File: config.mk
export PLATFORM = sky130hd
export DESIGN_NAME = uart_irq_modem
export DESIGN_NICKNAME = d
export VERILOG_FILES = /design/src/rtl/uirq_pkg.sv /design/src/rtl/uirq_sync.sv /design/src/rtl/uirq_regs.sv /design/src/rtl/uirq_msr.sv /design/src/rtl/uirq_prio.sv /design/src/rtl/uart_irq_modem.sv
export SDC_FILE = /design/constraint.sdc
export NUM_CORES = 1
export LEC_CHECK = 0
export BUFFER_PORTS_ARGS = -buffer_cell sky130_fd_sc_hd__buf_2
export CAP_MARGIN = 20
export CORE_MARGIN = 8
export CORE_UTILIZATION = 46
export CTS_CLUSTER_DIAMETER = 50
export DETAILED_ROUTE_END_ITERATION = 16
export PLACE_DENSITY = 0.87
export SLEW_MARGIN = 20
export SYNTH_ARGS = -nofsm -noshare
export SYNTH_HDL_FRONTEND = slang
export SYNTH_HIERARCHICAL = 1
export SYNTH_SLANG_ARGS = --single-unit
File: constraint.sdc
create_clock -name clk -period 1.8 [get_ports clk]
set_input_delay 0.54 -clock clk [delete_from_list [all_inputs] [get_ports clk]]
set_output_delay 0.54 -clock clk [all_outputs]
set_load 0.01 [all_outputs]
File: src/rtl/uirq_pkg.sv
// Shared constants and types for the interrupt/modem block.
// Assumes a 3-bit register address and an 8-bit data bus.
package uirq_pkg;
    localparam int ADDR_W = 3;
    localparam int DATA_W = 8;
    localparam int IER_W  = 4;
    localparam int MCR_W  = 5;
    localparam int NMODEM = 4;

    localparam logic [ADDR_W-1:0] A_DATA = 3'd0;
    localparam logic [ADDR_W-1:0] A_IER  = 3'd1;
    localparam logic [ADDR_W-1:0] A_IIR  = 3'd2;
    localparam logic [ADDR_W-1:0] A_MCR  = 3'd4;
    localparam logic [ADDR_W-1:0] A_MSR  = 3'd6;

    typedef enum logic [3:0] {
        IID_NONE  = 4'b0001,
        IID_LINE  = 4'b0110,
        IID_RXD   = 4'b0100,
        IID_THRE  = 4'b0010,
        IID_MODEM = 4'b0000
    } iid_t;
endpackage

File: src/rtl/uirq_sync.sv
// Multi-stage synchronizer for a vector of asynchronous pins.
// Assumes active-low pins, so every stage resets to 1 (inactive). STAGES >= 2.
module uirq_sync #(
    parameter int W      = 4,
    parameter int STAGES = 2
) (
    input  logic         clk,
    input  logic         rst_n,
    input  logic [W-1:0] d,
    output logic [W-1:0] q
);
    for (genvar i = 0; i < W; i++) begin : g_bit
        logic [STAGES-1:0] chain;
        // Shift the pin level through the stage chain.
        always_ff @(posedge clk) begin
            if (!rst_n) chain <= '1;
            else        chain <= {chain[STAGES-2:0], d[i]};
        end
        assign q[i] = chain[STAGES-1];
    end
endmodule

File: src/rtl/uirq_regs.sv
// Register decode and storage for the interrupt enable and modem control registers.
// Assumes single-cycle strobes, with read and write never asserted together.
module uirq_regs
    import uirq_pkg::*;
(
    input  logic              clk,
    input  logic              rst_n,
    input  logic              bus_wr,
    input  logic              bus_rd,
    input  logic [ADDR_W-1:0] bus_addr,
    input  logic [DATA_W-1:0] bus_wdata,
    input  logic              dlab,
    input  logic              thre,
    output logic [IER_W-1:0]  ier,
    output logic [MCR_W-1:0]  mcr,
    output logic              thr_wr,
    output logic              thre_arm,
    output logic              rd_iir,
    output logic              rd_msr
);
    logic wr_ier, wr_mcr;
    logic unused_wbits;

    // Decode the strobes for each register.
    always_comb begin
        wr_ier   = bus_wr && bus_addr == A_IER  && !dlab;
        thr_wr   = bus_wr && bus_addr == A_DATA && !dlab;
        wr_mcr   = bus_wr && bus_addr == A_MCR;
        rd_iir   = bus_rd && bus_addr == A_IIR;
        rd_msr   = bus_rd && bus_addr == A_MSR;
        thre_arm = wr_ier && bus_wdata[1] && !ier[1] && thre;
    end

    assign unused_wbits = ^bus_wdata[DATA_W-1:MCR_W];

    // Store the enable and control bits.
    always_ff @(posedge clk) begin
        if (!rst_n) begin
            ier <= '0;
            mcr <= '0;
        end else begin
            if (wr_ier) ier <= bus_wdata[IER_W-1:0];
            if (wr_mcr) mcr <= bus_wdata[MCR_W-1:0];
        end
    end
endmodule

File: src/rtl/uirq_msr.sv
// Modem status: source select (pins or loopback), sticky delta bits, status bits.
// Assumes synchronized active-low pins ordered {carrier, ring, dsr, cts}.
module uirq_msr
    import uirq_pkg::*;
(
    input  logic              clk,
    input  logic              rst_n,
    input  logic [NMODEM-1:0] pins_n,
    input  logic              loop_en,
    input  logic [3:0]        ctl,
    input  logic              rd_msr,
    output logic [DATA_W-1:0] msr
);
    logic [NMODEM-1:0] st, prev, delta, chg;

    // Pick the live status: the pins, or the control bits in loopback.
    always_comb begin
        if (loop_en) st = {ctl[3], ctl[2], ctl[0], ctl[1]};
        else         st = ~pins_n;
        chg = {st[3] ^ prev[3], prev[2] & ~st[2], st[1] ^ prev[1], st[0] ^ prev[0]};
    end

    // Track the previous status and accumulate the deltas until a read.
    always_ff @(posedge clk) begin
        if (!rst_n) begin
            prev  <= '0;
            delta <= '0;
        end else begin
            prev  <= st;
            delta <= (delta & ~{NMODEM{rd_msr}}) | chg;
        end
    end

    assign msr = {prev, delta};
endmodule

File: src/rtl/uirq_prio.sv
// Transmit-empty flag and fixed four-level priority encoder.
// Assumes line_err and rx_ready are held by their owners until cleared.
module uirq_prio
    import uirq_pkg::*;
(
    input  logic             clk,
    input  logic             rst_n,
    input  logic [IER_W-1:0] ier,
    input  logic             line_err,
    input  logic             rx_ready,
    input  logic             thre,
    input  logic             thre_arm,
    input  logic             thr_wr,
    input  logic             rd_iir,
    input  logic             modem_any,
    output iid_t             id,
    output logic             pending
);
    logic thre_q, thre_pend, thre_clr;

    assign thre_clr = thr_wr || (rd_iir && id == IID_THRE);

    // Latch the transmit-empty event until it is acknowledged.
    always_ff @(posedge clk) begin
        if (!rst_n) begin
            thre_q    <= 1'b1;
            thre_pend <= 1'b0;
        end else begin
            thre_q    <= thre;
            thre_pend <= (thre && !thre_q) || thre_arm || (thre_pend && !thre_clr && thre);
        end
    end

    // Rank the enabled sources.
    always_comb begin
        if (ier[2] && line_err)                  id = IID_LINE;
        else if (ier[0] && rx_ready)             id = IID_RXD;
        else if (ier[1] && thre_pend && thre)    id = IID_THRE;
        else if (ier[3] && modem_any)            id = IID_MODEM;
        else                                     id = IID_NONE;
        pending = (id != IID_NONE);
    end
endmodule

File: src/rtl/uart_irq_modem.sv
// Top: interrupt prioritizer and modem status/control for one serial channel.
// Assumes a synchronous bus with one-cycle strobes and asynchronous modem pins.
module uart_irq_modem
    import uirq_pkg::*;
#(
    parameter int SYNC_STAGES = 2
) (
    input  logic              clk,
    input  logic              rst_n,
    input  logic              bus_wr,
    input  logic              bus_rd,
    input  logic [ADDR_W-1:0] bus_addr,
    input  logic [DATA_W-1:0] bus_wdata,
    input  logic              dlab_i,
    input  logic              line_err_i,
    input  logic              rx_ready_i,
    input  logic              thre_i,
    input  logic              cts_n_i,
    input  logic              dsr_n_i,
    input  logic              ri_n_i,
    input  logic              dcd_n_i,
    output logic [DATA_W-1:0] ier_o,
    output logic [DATA_W-1:0] iir_o,
    output logic [DATA_W-1:0] mcr_o,
    output logic [DATA_W-1:0] msr_o,
    output logic              dtr_n_o,
    output logic              rts_n_o,
    output logic              out1_n_o,
    output logic              out2_n_o,
    output logic              irq_o
);
    logic [IER_W-1:0]  ier;
    logic [MCR_W-1:0]  mcr;
    logic [NMODEM-1:0] pins_s;
    logic              thr_wr, thre_arm, rd_iir, rd_msr, pending;
    iid_t              id;

    uirq_regs u_regs (
        .clk(clk), .rst_n(rst_n), .bus_wr(bus_wr), .bus_rd(bus_rd),
        .bus_addr(bus_addr), .bus_wdata(bus_wdata), .dlab(dlab_i), .thre(thre_i),
        .ier(ier), .mcr(mcr), .thr_wr(thr_wr), .thre_arm(thre_arm),
        .rd_iir(rd_iir), .rd_msr(rd_msr)
    );

    uirq_sync #(.W(NMODEM), .STAGES(SYNC_STAGES)) u_sync (
        .clk(clk), .rst_n(rst_n),
        .d({dcd_n_i, ri_n_i, dsr_n_i, cts_n_i}), .q(pins_s)
    );

    uirq_msr u_msr (
        .clk(clk), .rst_n(rst_n), .pins_n(pins_s), .loop_en(mcr[4]),
        .ctl(mcr[3:0]), .rd_msr(rd_msr), .msr(msr_o)
    );

    uirq_prio u_prio (
        .clk(clk), .rst_n(rst_n), .ier(ier), .line_err(line_err_i),
        .rx_ready(rx_ready_i), .thre(thre_i), .thre_arm(thre_arm),
        .thr_wr(thr_wr), .rd_iir(rd_iir), .modem_any(|msr_o[3:0]),
        .id(id), .pending(pending)
    );

    // Drive register views, control pins and the gated interrupt.
    always_comb begin
        ier_o    = {{(DATA_W-IER_W){1'b0}}, ier};
        mcr_o    = {{(DATA_W-MCR_W){1'b0}}, mcr};
        iir_o    = {4'b0000, id};
        dtr_n_o  = mcr[4] | ~mcr[0];
        rts_n_o  = mcr[4] | ~mcr[1];
        out1_n_o = mcr[4] | ~mcr[2];
        out2_n_o = mcr[4] | ~mcr[3];
        irq_o    = mcr[3] & pending;
    end
endmodule

==> results.md, run 1 <==
* Outcome: complete, but fails checks
* Failing checks: setup timing
* Worst Hold Slack at 0.3782 ns
* Largest net degree at the start of global routing at 17
* Synthesized cell area at 0.001349 mm2
* Crit path capture: irq_o
* Power Density at 657.1 mW/mm2
* Max Cap Viol at 0
* Synth Instances at 136
* Final Setup Violations at 2
* Initial antenna violation count at 0
* Hpwl dp at 2.460 mm
* Total power draw at 0.001058 W
* Maximum vdd drop at 0.4604 mV
* Final instance area at 0.001610 mm2
* Critical path launch point type: flop
* Required time of the critical path at 1.26 ns
* CTS Hold Buffers Added at 0
* Die width at 70.15 um
* Crit. End Element: output pin
* Fmax at 0.4600 GHz
* Reg clk slew, reported paths at 0.14 ns
* Filler cells at 254
* Initial DRC count at 29
* Worst r2r src: u_regs/mcr[4]$_SDFFE_PN0P_
* Via density at 4.737
* Unique masters post-synth at 36
* Clock Latency Late Sink at 0.33 ns
* Tcrit/Tclk final at 120.8%
* Setup bufs post-CTS at 0
* Hold Path Class: in -> reg
* FF+latch count, synth at 27
* Leakage at 0.7571 nW
* Final nets at 206
* I/O Buffers at 44
* Layout cells sized above 1 at 44.51%
* CTS tree: built
* Setup CP Type: reg -> out
* Final wirelength at 3.047 mm
* Clock buffer depth at 2
* Placed cell area at 0.001558 mm2
* Core area at 0.002781 mm2
* Critical Path Fanout Max at 2
* # clock sinks at 27
* Asr flop ratio synth at 0%
* Commonest non-fill, non-tap cell in the layout: buf_2
* Seq/Total Area, Yosys at 40.07%
* Total grt overflow at 0
* Ant. Diodes at 0
* Initial Util at 48.49%
* Commonest cells after routing, fill and taps aside: 44 x buf_2, 24 x dfxtp_1, 14 x nand2b_1
* DR vias at 1009
* RSZ-0062 raised after global routing: yes
* Final Hold Viols at 0
* Drt first pass iters at 4
* R2r worst-path depth at 4
* Final Wtd Congestion at 0.7802
* CP Launch Point: u_msr/delta[1]$_SDFF_PN0_
* Wire per inst at 14.31 um
* Ys flop type: dfxtp_1
* R2R Path End: u_msr/delta[3]$_SDFF_PN0_
* Post-place setup slack at 0.004795 ns
* R2r setup slk at 0.52 ns
* Final Max Tran Viols at 0
* Global-route wire length before repair at 5.099 mm
* Via count of the first global-routing pass at 1095
* Antenna viol nets, final at 0
* CTS H-Tree Depth at 1
* Io pins at 60
* Ys Warns at 6
* Setup TNS at -0.6608 ns
* DRC errors left at 0
* Skew final at 0.003345 ns
* Die ar. at 0.004921 mm2
* Final min period at 2.174 ns
* Tot GR Track Use at 12.45%
* Row count at 19
* Number of synthesized flops with an enable pin at 0
* Die height at 70.15 um
* Num CTS Buffers at 3
* Worst Slack Setup Final at -0.3738 ns
* Area delta synth->final at 19.39%
* Mean Syn Cell Area at 9.918 um2
* Worst path arrival time at 1.63 ns
* Root buf cell: clkbuf_4
==> stage by stage <==
step	utilization (%)	cells
5_1_grt	57.89	213
3_5_place_dp	56.01	209
6_report	57.89	213
2_1_floorplan	-	146
3_3_place_gp	56.01	209
4_1_cts	57.27	213
==> per-layer routing <==
metal,vias up,global-route usage [%],part of all wire [%]
met5,-,0,0
met4,0,5.580,2.0
met3,7,4.944,7.5
met2,38,21.32,49
met1,444,13.08,41
li1,520,-,-
==> report_power, final <==
part	leakage, nW	switching [W]	total, W	internal, W
Clock	0.0139	0.000178	0.000263	0.0000851
Sequential	0.223	0.0000148	0.000634	0.000619
Combinational	0.520	0.0000823	0.000161	0.0000791
==> cell usage after synthesis, types with 2 or more instances <==
library cell / number / share of area, %
nor3_1: 2 / 0.74
nand2b_1: 14 / 6.5
and2_1: 4 / 1.9
a211oi_2: 3 / 2.8
nand2_1: 11 / 3.1
a21oi_1: 3 / 1.1
mux2i_1: 9 / 6.7
nand3_1: 3 / 1.1
o21ai_0: 3 / 1.1
nor2b_2: 3 / 1.9
dfxtp_1: 27 / 40
conb_1: 2 / 0.56
nor4b_4: 2 / 3.5
inv_1: 3 / 0.83
nor2b_1: 9 / 4.2
buf_4: 16 / 8.9
nor2_2: 2 / 0.93
nand2_2: 2 / 0.93
==> worst max-delay path, stage by stage, from the launching register on <==
cell     delay [ns]
dfxtp_2        0.35
or4_4          0.54
nand2_2        0.09
nand3_2        0.07
and2_1         0.14
buf_2          0.13
==> how the worst min path moves through the flow <==
stage / startpoint / to / slack (ns) / cells after the start
2_1_floorplan: u_sync/g_bit[0].chain[0]$_SDFF_PN1_ / u_sync/g_bit[0].chain[1]$_SDFF_PN1_ / 0.39 / 1
3_3_place_gp: u_sync/g_bit[2].chain[0]$_SDFF_PN1_ / u_sync/g_bit[2].chain[1]$_SDFF_PN1_ / 0.39 / 1
3_5_place_dp: u_sync/g_bit[0].chain[0]$_SDFF_PN1_ / u_sync/g_bit[0].chain[1]$_SDFF_PN1_ / 0.39 / 1
4_1_cts: dsr_n_i / u_sync/g_bit[1].chain[0]$_SDFF_PN1_ / 0.36 / 2
5_1_grt: dsr_n_i / u_sync/g_bit[1].chain[0]$_SDFF_PN1_ / 0.36 / 2
6_report: cts_n_i / u_sync/g_bit[0].chain[0]$_SDFF_PN1_ / 0.38 / 2
==> cells by family after synthesis <==
family	after synthesis	synth area share (%)
AOI/OAI and AO/OA	14	9.833
buffers and inverters	22	11.22
DFF	27	40.07
muxes	9	6.679
other	2	0.5568
and+or+nand+nor	62	31.63
==> cell type report <==
type	instances	area [um2]	area share [%]
multi-input combinational	97	710.7	44.13
clock buffer	3	22.52	1.399
inverter	3	11.26	0.6993
timing repair buffer	51	272.8	16.94
clock inverter	1	7.507	0.4662
tap	31	38.79	2.409
sequential	27	546.8	33.96
==> registers in the layout (all words and copies together) (netlist names) <==
name / count
u_msr/delta: 4
u_regs/ier: 4
u_regs/mcr: 5
u_sync/g_bit.chain: 8
u_prio/thre_q: 1
u_msr/prev: 4
u_prio/thre_pend: 1
==> what timing repair did <==
item                       CTS  global route
pin swaps                    0             1
resized for setup            2             6
setup endpoints to repair    2             4
hold endpoints to repair     0             0
Power figures use the tool's default switching activity.
==> run 2, diff against run 1 <==
--- a/config.mk
+++ b/config.mk
@@ -7,6 +7,7 @@
 export LEC_CHECK = 0
 export BUFFER_PORTS_ARGS = -buffer_cell sky130_fd_sc_hd__buf_2
 export CAP_MARGIN = 20
+export CORE_ASPECT_RATIO = 1.4
 export CORE_MARGIN = 8
 export CORE_UTILIZATION = 46
 export CTS_CLUSTER_DIAMETER = 50
==> results.md, run 2 (synthesis gave the netlist of run 1 again) <==
* Filler cells at 274 (+7.9%)
* Tcrit/Tclk final at 115.6% (-5.1 points)
* Largest net degree at the start of global routing at 18 (+1)
* Drt first pass iters at 4 (unchanged)
* Core area at 0.002820 mm2 (+1.4%)
* Num CTS Buffers at 3 (unchanged)
* Initial Util at 47.83% (-0.67 points)
* Final Max Tran Viols at 0 (unchanged)
* Row count at 23 (+4)
* Die ar. at 0.004946 mm2 (+0.50%)
* Io pins at 60 (unchanged)
* Critical Path Slowest Stage Cell: or4_4
* Wire per inst at 13.11 um (-8.4%)
* Critical Path Fanout Max at 2 (unchanged)
* Final Hold Viols at 0 (unchanged)
* Leakage at 0.7644 nW (+0.96%)
* Util after Layout at 57.59% (-0.31 points)
* Die width at 61.77 um (-12%)
* R2r worst-path depth at 4 (unchanged)
* R2R Path End: u_msr/delta[0]$_SDFF_PN0_
* I/O Buffers at 44 (unchanged)
* Via count of the first global-routing pass at 969 (-12%)
* Required time of the critical path at 1.26 ns (about the same)
* Final nets at 205 (-0.49%)
* Crit. End Element: output pin
* Most flop-heavy register: u_sync/g_bit.chain
* Total power draw at 0.001159 W (+9.6%)
* WHS Endpoint: u_sync/g_bit[0].chain[1]$_SDFF_PN1_
* Final min period at 2.082 ns (-0.09227 ns)
* Die height at 80.07 um (+14%)
* Clock Latency Late Sink at 0.28 ns (-0.05 ns)
* Skew final at 0.008244 ns (+0.004899 ns)
* Power Density at 713.8 mW/mm2 (+8.6%)
* CP Cell Sequence: or4_4, nand2_2, nand3_2, and2_1, buf_2
* Worst path arrival time at 1.54 ns (-0.09 ns)
* Met3 wire len at 264 um (+15%)
* Cell count of the worst hold path at 1 (-1)
* Met2 Wirelength at 1.464 mm (-2.5%)
* Ant. Diodes at 0 (unchanged)
* Total grt overflow at 0 (unchanged)
* Final Wtd Congestion at 0.7535 (-3.4%)
* Global-route wire length before repair at 4.250 mm (-17%)
* Setup CP Type: reg -> out
* Hpwl dp at 2.294 mm (-6.7%)
* Initial DRC count at 26 (-10%)
* CTS tree: built
* Layout cells sized above 1 at 44.20% (-0.31 points)
* Reg clk slew, reported paths at 0.09 ns (-0.05 ns)
* Largest registers: u_sync/g_bit.chain x8, u_regs/mcr x5
* Initial antenna violation count at 0 (unchanged)
* Crit-path max cell delay at 0.53 ns (about the same)
* Final wirelength at 2.858 mm (-6.2%)
* Area delta synth->final at 20.41%
* Commonest non-fill, non-tap cell in the layout: buf_2
* Worst r2r src: u_regs/mcr[4]$_SDFFE_PN0P_
* Hold Path Class: reg -> reg
* RSZ-0062 raised after global routing: yes
* Antenna viol nets, final at 0 (unchanged)
* Worst Slack Setup Final at -0.2815 ns (+0.09227 ns)
* Maximum vdd drop at 0.5851 mV (+27%)
* # clock sinks at 27 (unchanged)
* Max Used Layer: met4
* DRC errors left at 0 (unchanged)
* Final Setup Violations at 2 (unchanged)
* Via density at 4.706 (-0.65%)
* Tot GR Track Use at 11.23% (-1.2 points)
* Root buf cell: clkbuf_8
* Commonest cells after routing, fill and taps aside: 44 x buf_2, 23 x dfxtp_1, 14 x nand2b_1
* Critical path launch point type: flop
* Max Cap Viol at 0 (unchanged)
* Fmax at 0.4804 GHz (+4.4%)
* Clock buffer depth at 2 (unchanged)
* Area of the multi-input gates at 705.7 um2 (-0.70%)
* Wl on met1 at 1.091 mm (-13%)
* Outcome: complete, but fails checks
* CTS H-Tree Depth at 1 (unchanged)
* Hold path start: u_sync/g_bit[0].chain[0]$_SDFF_PN1_
* CTS Hold Buffers Added at 0 (unchanged)
* R2r setup slk at 0.64 ns (+0.12 ns)
* Failing checks: setup timing
* Max reg flops at 8 (unchanged)
* DR vias at 1026 (+1.7%)
* FF+latch area at 545.5 um2 (-0.23%)
run 2: through the flow:
stage                     TNS (ns)  area, um2  worst slack (ns)  cells  hold slack, ns
after floorplan                  0       1386            0.1222    146          0.3863
after global placement           0       1550           0.01784    213          0.3890
after detailed placement         0       1550          0.006814    213          0.3963
after CTS                  -0.5330       1615           -0.3146    218          0.4199
after global routing       -0.5803       1624           -0.3364    218          0.4255
final                      -0.4650       1624           -0.2815    218          0.4162
run 2: repair_timing:
| action | 4_1_cts | 5_1_grt |
|---|---|---|
| cloned | 0 | 0 |
| resized for setup | 3 | 4 |
| setup endpoints to repair | 2 | 4 |
| setup buffers | 1 | 0 |
| pin swaps | 2 | 1 |
run 2: worst max path at each step:
stage                     slack, ns                 startpoint                     endpoint
final                         -0.28  u_msr/delta[0]$_SDFF_PN0_                        irq_o
after global routing          -0.34  u_msr/delta[0]$_SDFF_PN0_                        irq_o
after CTS                     -0.31  u_msr/delta[0]$_SDFF_PN0_                        irq_o
after detailed placement      0.007  u_msr/delta[1]$_SDFF_PN0_                        irq_o
after global placement         0.02  u_msr/delta[1]$_SDFF_PN0_                        irq_o
after floorplan                0.12                bus_addr[1]  u_prio/thre_pend$_SDFF_PN0_
run 2: worst max-delay path, delay by kind of cell, from the launching register on:
| kind | cells | cell delay [ns] |
|---|---|---|
| buf+inv | 1 | 0.13 |
| simple gates | 4 | 0.80 |
| flops | 1 | 0.33 |
run 2: layer usage:
layer | global-route usage [%] | up-vias
li1 | - | 520
met3 | 3.834 | 4
met2 | 19.02 | 33
met4 | 5.263 | 0
met1 | 11.86 | 469
met5 | 0 | -
run 2: final cells by class:
cell class / count / area share (%)
tap: 37 / 2.851
timing repair buffer: 50 / 16.33
clock buffer: 3 / 2.542
sequential: 27 / 33.59
clock inverter: 1 / 0.5393
inverter: 3 / 0.6934
multi-input combinational: 97 / 43.45
run 2: power by group:
| group | internal (W) | total [W] | switching, W |
|---|---|---|---|
| clock network | 0.000163 | 0.000367 | 0.000204 |
| registers | 0.000620 | 0.000635 | 0.0000145 |
| logic | 0.0000779 | 0.000158 | 0.0000801 |
| total | 0.000861 | 0.00116 | 0.000298 |
